## src/rtl/cpx_notify_pkg.sv

```systemverilog
package cpx_notify_pkg;

    localparam int DATA_W   = 32;
    localparam int ADDR_W   = 4;
    localparam int NUM_ERR  = 5;
    localparam int SRC_W    = 8;
    localparam int DONE_BIT = 7;
    localparam int SEL_W    = ADDR_W - 2;

    localparam logic [SRC_W-1:0] EN_MASK = 8'h9F;

    typedef enum logic [SEL_W-1:0] {
        REG_ERR = 2'd0,
        REG_IEN = 2'd1,
        REG_EEN = 2'd2,
        REG_IST = 2'd3
    } reg_sel_e;

    typedef struct packed {
        logic              err_clr;
        logic              ien_wr;
        logic              een_wr;
        logic              ist_clr;
        logic [DATA_W-1:0] data;
    } wr_req_t;

    function automatic logic [SRC_W-1:0] pack_src(
        input logic [NUM_ERR-1:0] err,
        input logic               done
    );
        logic [SRC_W-1:0] v;
        v                 = '0;
        v[NUM_ERR-1:0]    = err;
        v[DONE_BIT]       = done;
        return v;
    endfunction

endpackage

```

## src/rtl/cpx_reg_if.sv

```systemverilog
module cpx_reg_if
    import cpx_notify_pkg::*;
(
    input  logic               bus_sel,
    input  logic               bus_wr,
    input  logic [ADDR_W-1:0]  bus_addr,
    input  logic [DATA_W-1:0]  bus_wdata,
    input  logic [NUM_ERR-1:0] flags,
    input  logic [SRC_W-1:0]   ien,
    input  logic [SRC_W-1:0]   een,
    input  logic               ist,
    output wr_req_t            req,
    output logic [DATA_W-1:0]  rdata
);

    reg_sel_e which;
    logic     do_wr;

    always_comb begin
        which = reg_sel_e'(bus_addr[ADDR_W-1:2]);
        do_wr = bus_sel && bus_wr;

        req         = '0;
        req.data    = bus_wdata;
        req.err_clr = do_wr && (which == REG_ERR);
        req.ien_wr  = do_wr && (which == REG_IEN);
        req.een_wr  = do_wr && (which == REG_EEN);
        req.ist_clr = do_wr && (which == REG_IST);
    end

    always_comb begin
        rdata = '0;
        if (bus_sel && !bus_wr) begin
            unique case (which)
                REG_ERR: rdata[NUM_ERR-1:0] = flags;
                REG_IEN: rdata[SRC_W-1:0]   = ien;
                REG_EEN: rdata[SRC_W-1:0]   = een;
                REG_IST: rdata[0]           = ist;
                default: rdata              = '0;
            endcase
        end
    end

endmodule

```

## src/rtl/cpx_flag_bank.sv

```systemverilog
module cpx_flag_bank
    import cpx_notify_pkg::*;
#(
    parameter int N = NUM_ERR
) (
    input  logic         clk,
    input  logic         rst,
    input  logic [N-1:0] set_i,
    input  logic         clr_en,
    input  logic [N-1:0] clr_mask,
    output logic [N-1:0] flags
);

    for (genvar i = 0; i < N; i++) begin : g_flag
        always_ff @(posedge clk) begin
            if (rst) begin
                flags[i] <= 1'b0;
            end else if (set_i[i]) begin
                flags[i] <= 1'b1;
            end else if (clr_en && clr_mask[i]) begin
                flags[i] <= 1'b0;
            end
        end
    end

endmodule

```

## src/rtl/cpx_notify_gate.sv

```systemverilog
module cpx_notify_gate
    import cpx_notify_pkg::*;
(
    input  logic             clk,
    input  logic             rst,
    input  logic [SRC_W-1:0] src,
    input  wr_req_t          req,
    output logic [SRC_W-1:0] ien,
    output logic [SRC_W-1:0] een,
    output logic             ist,
    output logic             evt
);

    logic irq_hit;
    logic evt_hit;

    assign irq_hit = |(src & ien);
    assign evt_hit = |(src & een);

    always_ff @(posedge clk) begin
        if (rst) begin
            ien <= '0;
            een <= '0;
        end else begin
            if (req.ien_wr) ien <= req.data[SRC_W-1:0] & EN_MASK;
            if (req.een_wr) een <= req.data[SRC_W-1:0] & EN_MASK;
        end
    end

    always_ff @(posedge clk) begin
        if (rst) begin
            ist <= 1'b0;
        end else if (irq_hit) begin
            ist <= 1'b1;
        end else if (req.ist_clr) begin
            ist <= 1'b0;
        end
    end

    always_ff @(posedge clk) begin
        if (rst) evt <= 1'b0;
        else     evt <= evt_hit;
    end

endmodule

```

## src/rtl/cpx_notify_ctrl.sv

```systemverilog
module cpx_notify_ctrl
    import cpx_notify_pkg::*;
(
    input  logic               clk,
    input  logic               rst,
    input  logic               bus_sel,
    input  logic               bus_wr,
    input  logic [ADDR_W-1:0]  bus_addr,
    input  logic [DATA_W-1:0]  bus_wdata,
    output logic [DATA_W-1:0]  bus_rdata,
    input  logic [NUM_ERR-1:0] err_pulse,
    input  logic               done_pulse,
    output logic               irq_o,
    output logic               evt_o
);

    wr_req_t            req;
    logic [NUM_ERR-1:0] flags_q;
    logic [SRC_W-1:0]   ien_q;
    logic [SRC_W-1:0]   een_q;
    logic               ist_q;
    logic [SRC_W-1:0]   src;

    assign src = pack_src(err_pulse, done_pulse);

    cpx_reg_if u_regif (
        .bus_sel   (bus_sel),
        .bus_wr    (bus_wr),
        .bus_addr  (bus_addr),
        .bus_wdata (bus_wdata),
        .flags     (flags_q),
        .ien       (ien_q),
        .een       (een_q),
        .ist       (ist_q),
        .req       (req),
        .rdata     (bus_rdata)
    );

    cpx_flag_bank #(.N(NUM_ERR)) u_flags (
        .clk      (clk),
        .rst      (rst),
        .set_i    (err_pulse),
        .clr_en   (req.err_clr),
        .clr_mask (req.data[NUM_ERR-1:0]),
        .flags    (flags_q)
    );

    cpx_notify_gate u_gate (
        .clk (clk),
        .rst (rst),
        .src (src),
        .req (req),
        .ien (ien_q),
        .een (een_q),
        .ist (ist_q),
        .evt (evt_o)
    );

    assign irq_o = ist_q;

endmodule

```

## config.mk

```make
export PLATFORM = sky130hd
export DESIGN_NAME = cpx_notify_ctrl
export DESIGN_NICKNAME = d
export VERILOG_FILES = /design/src/rtl/cpx_notify_pkg.sv /design/src/rtl/cpx_reg_if.sv /design/src/rtl/cpx_flag_bank.sv /design/src/rtl/cpx_notify_gate.sv /design/src/rtl/cpx_notify_ctrl.sv
export SDC_FILE = /design/constraint.sdc
export NUM_CORES = 1
export LEC_CHECK = 0
export BUFFER_PORTS_ARGS = -buffer_cell sky130_fd_sc_hd__buf_2
export CAP_MARGIN = 10
export CORE_ASPECT_RATIO = 1.25
export CORE_MARGIN = 2
export CORE_UTILIZATION = 35
export CTS_CLUSTER_SIZE = 25
export DETAILED_ROUTE_END_ITERATION = 7
export GPL_ROUTABILITY_DRIVEN = 0
export PLACE_DENSITY = 0.7
export SYNTH_ARGS = -nofsm -noshare
export SYNTH_HDL_FRONTEND = slang
export SYNTH_SLANG_ARGS = --single-unit
```

## constraint.sdc

```tcl
create_clock -name clk -period 1.9 [get_ports clk]
set_input_delay 0.285 -clock clk [delete_from_list [all_inputs] [get_ports clk]]
set_output_delay 0.285 -clock clk [all_outputs]
set_load 0.01 [all_outputs]
```

# After elaboration in Yosys (flattened, before gate mapping)

Cells that the tools add are included.

Register bits: 19
Input port bits: 46
Output and inout port bits: 34

Equality and inequality tests: 3
Multiplexer cells: 16
Bitwise logic cells: 2
Reduce and logical (&&, ||, !) cells: 21

Operator list:

| kind               | number |
|---|---|
| $and 8x8->8        | 2 |
| $reduce_or 8->1    | 2 |
| $mux 1             | 12 |
| $pmux 4 s3         | 1 |
| $reduce_bool 2->1  | 6 |
| $logic_and 1x1->1  | 11 |
| $mux 8             | 1 |
| $pmux 3 s2         | 1 |
| $eq 2x2->1 const B | 2 |
| $pmux 1 s4         | 1 |
| $eq 2x1->1 const B | 1 |
| $logic_not 2->1    | 1 |
| $logic_not 1->1    | 1 |

# Longest topological paths before layout

Depth in word-level cells: 5
Gate-level depth with buffers: 6
Gate-level depth less buffers: 5

# Modules after synthesis

A second synthesis with hierarchy kept.

Cells, all modules: 167
Area total of the unflattened synthesis: 1,440.1 um^2

By module, submodules not included:

| module          | times used | cells an instance | area an instance (um^2) | seq. area each (um^2) |
|---|---|---|---|---|
| cpx_reg_if      | 1          | 91                | 690.7                   | 0.0 |
| cpx_notify_gate | 1          | 55                | 564.3                   | 280.3 |
| cpx_flag_bank   | 1          | 20                | 181.4                   | 100.1 |
| cpx_notify_ctrl | 1          | 1                 | 3.8                     | 0.0 |

# Worst setup path before layout

Ideal clock, no wire load.

Kind: input to output
From: input bus_addr[2]
To: output bus_rdata[7]
Arrival time: 1.202 ns
Slack: 0.413 ns
Cell stages on the path: 4
Path buffers: 0
Cell sequence: inv_1 ha_1 a22oi_1 nor4bb_1

Longest elaborated chain between the ends: 3
Elaborated cells between the ends (all ways): 4
Those cells by class: 2 x eq/ne; 2 x mux

RTL lines:

| element                                         | line                  | RTL |
|---|---|---|
| start, declared                                 | cpx_notify_ctrl.sv:8  | `input logic [ADDR_W-1:0] bus_addr,` |
| $eq 2x2->1 / $eq 2x1->1 (equally long branches) | cpx_reg_if.sv:34      | `unique case (which)` |
| $pmux 3 s2 (*)                                  | cpx_reg_if.sv:34      |  |
| $mux 8 (*)                                      | cpx_reg_if.sv:33      | `if (bus_sel && !bus_wr) begin` |
| end, declared                                   | cpx_notify_ctrl.sv:10 | `output logic [DATA_W-1:0] bus_rdata,` |

Mark *: on every way between the ends. The rest lies on a longest branch, timed or not.

# Worst setup path in the final report

From: input bus_addr[2]
To: output bus_rdata[4]

Longest elaborated chain between the ends: 3
Elaborated cells between the ends (all ways): 5
Those cells by class: 2 x eq/ne; 2 x mux; 1 x reduce/logical

RTL lines:

| element                                  | line |
|---|---|
| $eq 2x2->1, or another cell as far along | cpx_reg_if.sv:34 |
| $pmux 4 s3 (*)                           | cpx_reg_if.sv:34 |
| $mux 8 (*)                               | cpx_reg_if.sv:33 |

Marks and branches as above.

==> metrics.txt <==
outcome=complete, no violations; DRC Markers=0; CTS H-tree depth=1; xor and xnor fraction of the mapped netlist area=0%; worst r2r path cells=3; Internal Dissipation=0.000605 W; post-synthesis compound-gate area fraction=12.8%; number of synthesized register bits=19; CP delay by family, top=compound AO/OA/AOI/OAI gates; GRT Overall Usage=13.7%; power per cell area=about 660 nW/µm²; Max IR drop VDD=0.242 mV; Reg power frac=51.1%; via/cell ratio=4.90; Syn Std Cell Area=1150 µm²; Crit-path slowest cell=a222oi_1; Mean Syn Cell Area=9.17 µm²; post-route insts no fill=188; Die Area=3780 µm²; Setup Total Neg Slack=0 ns; Final setup violation count=0; top_reg_cell synth=dfxtp_1; Routed Antenna Nets=0; Hold Vio Cnt, Final=0; shortest period the worst path allows=1.72 ns; die width=55.4 µm; Root Driver=clkbuf_8; WP data required=1.62 ns; Clock Skew=0.00305 ns; Initial DRC Count=46; CTS tree=yes; Worst Setup Start Kind=input pin; switching portion of total power=27.0%; Worst Setup SP=bus_addr[2]; setup ws final=0.180 ns; final total power=0.000829 W; hpwl dp=1900 µm; Inserted Clock Buffers=3; Routed WL=around 2500 µm; Pleak=approximately 0.64 nW; Reg clk slew, reported paths=0.07 ns; WP depth=6; Yosys Warn Count=0; synth cell count leaders=28 x buf_4, 21 x nor2_1, 19 x dfxtp_1; CORE AREA=3190 µm²; worst reg2reg startpoint=u_gate.ien[4]; multiplexer share of the synthesized area=approximately a tenth; layout cell share with drive strength beyond 1=22.5%; Boundary Pins=80; Combinational Power Share=15.9%; post-synthesis cell count=126; hold buffers post-CTS=0; Die Height=approximately 70 µm; grt ovf=0; # rows=23; largest fanout on the critical path=9; first-pass GRT wire length=4030 µm; Async S/R FF share, synth=0%; R2R Setup Slk=0.93 ns; RSZ-0062 raised after global routing=no; PostCTS Resize Cnt=0; Psw=0.000224 W; vias in the first global route=873; Setup WS pre-CTS=0.188 ns; clk buf depth=2; worst skew pair latency=0.25 ns; max-cap violations=0; synthesized-area fraction occupied by adder cells=6.50%; area share of the largest cell type after synthesis=approximately a third; Syn-to-layout area delta=8.56%; Buf/Inv on CP=3; largest net degree at the start of global routing=20; hold crit path type=input pin to register; kind of critical path=input pin to output port; power share of the clock group=33.1%; Worst path max stage delay=0.40 ns; Placed Instances=184; Synth area leader=dfxtp_1; Layout Nets=204; worst r2r dst=u_gate.ist; register area share after synthesis=32.9%; Final Cycle Share=90.5%; Vias=922; largest family of logic cells by synthesized area=buffers and inverters; total iterations of the first detailed-routing run=4; crit path cell chain=buf_2, inv_1, ha_1, a222oi_1, nor2_1, buf_2; Antenna Cells=0; Post-Synth Simple-Gate Area=16.0%; ranking of synthesized cells by area=dfxtp_1 33%, buf_4 18%, mux2i_1 10%; fin. max-slew vios=0; WL/cell=~13 µm; Port Buffers=25; top-count cell post-synth=buf_4; unique cell type count in the Yosys netlist=24; critical path endpoint=bus_rdata[4]; Critical Path AT=between 1 and 1.5 ns; number of enable flip-flop cells after synthesis=0; Top cell by count, worst path=buf_2; clock sinks=19; fmax=581 MHz; initial antenna violation count=0; initial cell density of the core=between 30 and 40%; Critical Path Sink Type=output port; Setup Buffers After CTS=0
-- flip-flops by register name (all words and copies together) (netlist names) --
name and count:
u_gate.ien 6, u_gate.evt 1, u_gate.een 6, u_flags.flags 5, u_gate.ist 1
-- layer usage --
| metal | GRT usage, % | up-vias | wire (µm) |
|---|---|---|---|
| li1 | - | 445 | - |
| met4 | 7.01 | 0 | 32 |
| met3 | 0.945 | 2 | 143 |
| met2 | 24.9 | 44 | 1290 |
| met5 | 0 | - | 0 |
| met1 | 16.5 | 431 | 994 |
-- worst min-delay path by stage --
stage	startpoint	end	slack, ns	cells past startpoint
2_1_floorplan	err_pulse[0]	u_flags.flags[0]	0.40	2
6_report	bus_wdata[7]	u_gate.een[7]	0.28	3
5_1_grt	bus_wdata[7]	u_gate.een[7]	0.29	3
3_5_place_dp	u_flags.flags[3]	u_flags.flags[3]	0.48	2
3_3_place_gp	u_flags.flags[3]	u_flags.flags[3]	0.47	2
4_1_cts	bus_wdata[7]	u_gate.een[7]	0.28	3
-- final cells by class --
cell class | instances | area (µm²)
fillers | 357 | 1940
multi-input cells | 98 | 626
flip-flops and latches | 19 | 380
repair buffers | 28 | 148
well taps | 37 | 46.3
clock buffers | 3 | 41.3
inverters | 2 | 7.51
clock inverters | 1 | 5.00
-- cells in the final DEF, fill, tap and decap left out, drive strengths merged, types with 2 or more instances in the layout --
| cell | n |
|---|---|
| clkbuf | 3 |
| ha | 6 |
| a31oi | 2 |
| a22oi | 5 |
| a21oi | 5 |
| conb | 26 |
| mux2i | 12 |
| dfxtp | 19 |
| nand2 | 2 |
| a222oi | 5 |
| buf | 28 |
| nand3 | 3 |
| nand4 | 5 |
| nor2 | 21 |
| inv | 2 |
-- power by group through the flow --
| stage | sequential, W | combinational (W) | clock [W] |
|---|---|---|---|
| 3_5_place_dp | 0.000433 | 0.000129 | 0 |
| 2_1_floorplan | 0.000431 | 0.000127 | 0 |
| 6_report | 0.000424 | 0.000132 | 0.000274 |
| 3_3_place_gp | 0.000432 | 0.000129 | 0 |
| 5_1_grt | 0.000426 | 0.000148 | 0.000298 |
| 4_1_cts | 0.000424 | 0.000130 | 0.000282 |
-- logic make-up (layout without fill, tap and decap cells) --
logic type,after synthesis,count (layout)
and+or+nand+nor,34,34
buffers and inverters,34,34
AOI/OAI and AO/OA,20,20
DFF,19,19
muxes,12,12
adders and majority gates,6,6
other,1,26
-- through the flow --
| step | area [µm²] | hold slack [ns] | utilization, % |
|---|---|---|---|
| after detailed placement | 1210 | 0.475 | 37.8 |
| final | 1250 | 0.283 | 39.2 |
| after global routing | 1250 | 0.285 | 39.2 |
| after global placement | 1210 | 0.467 | 37.8 |
| after floorplan | 1250 | 0.402 | - |
| after CTS | 1250 | 0.282 | 39.2 |
-- worst reg2reg max path: cells and delay by family (launching register included) --
kind	cells	cell delay [ns]
flops	1	0.33
compound gates	3	0.52
Note: power is estimated with default switching activity, not from simulation.
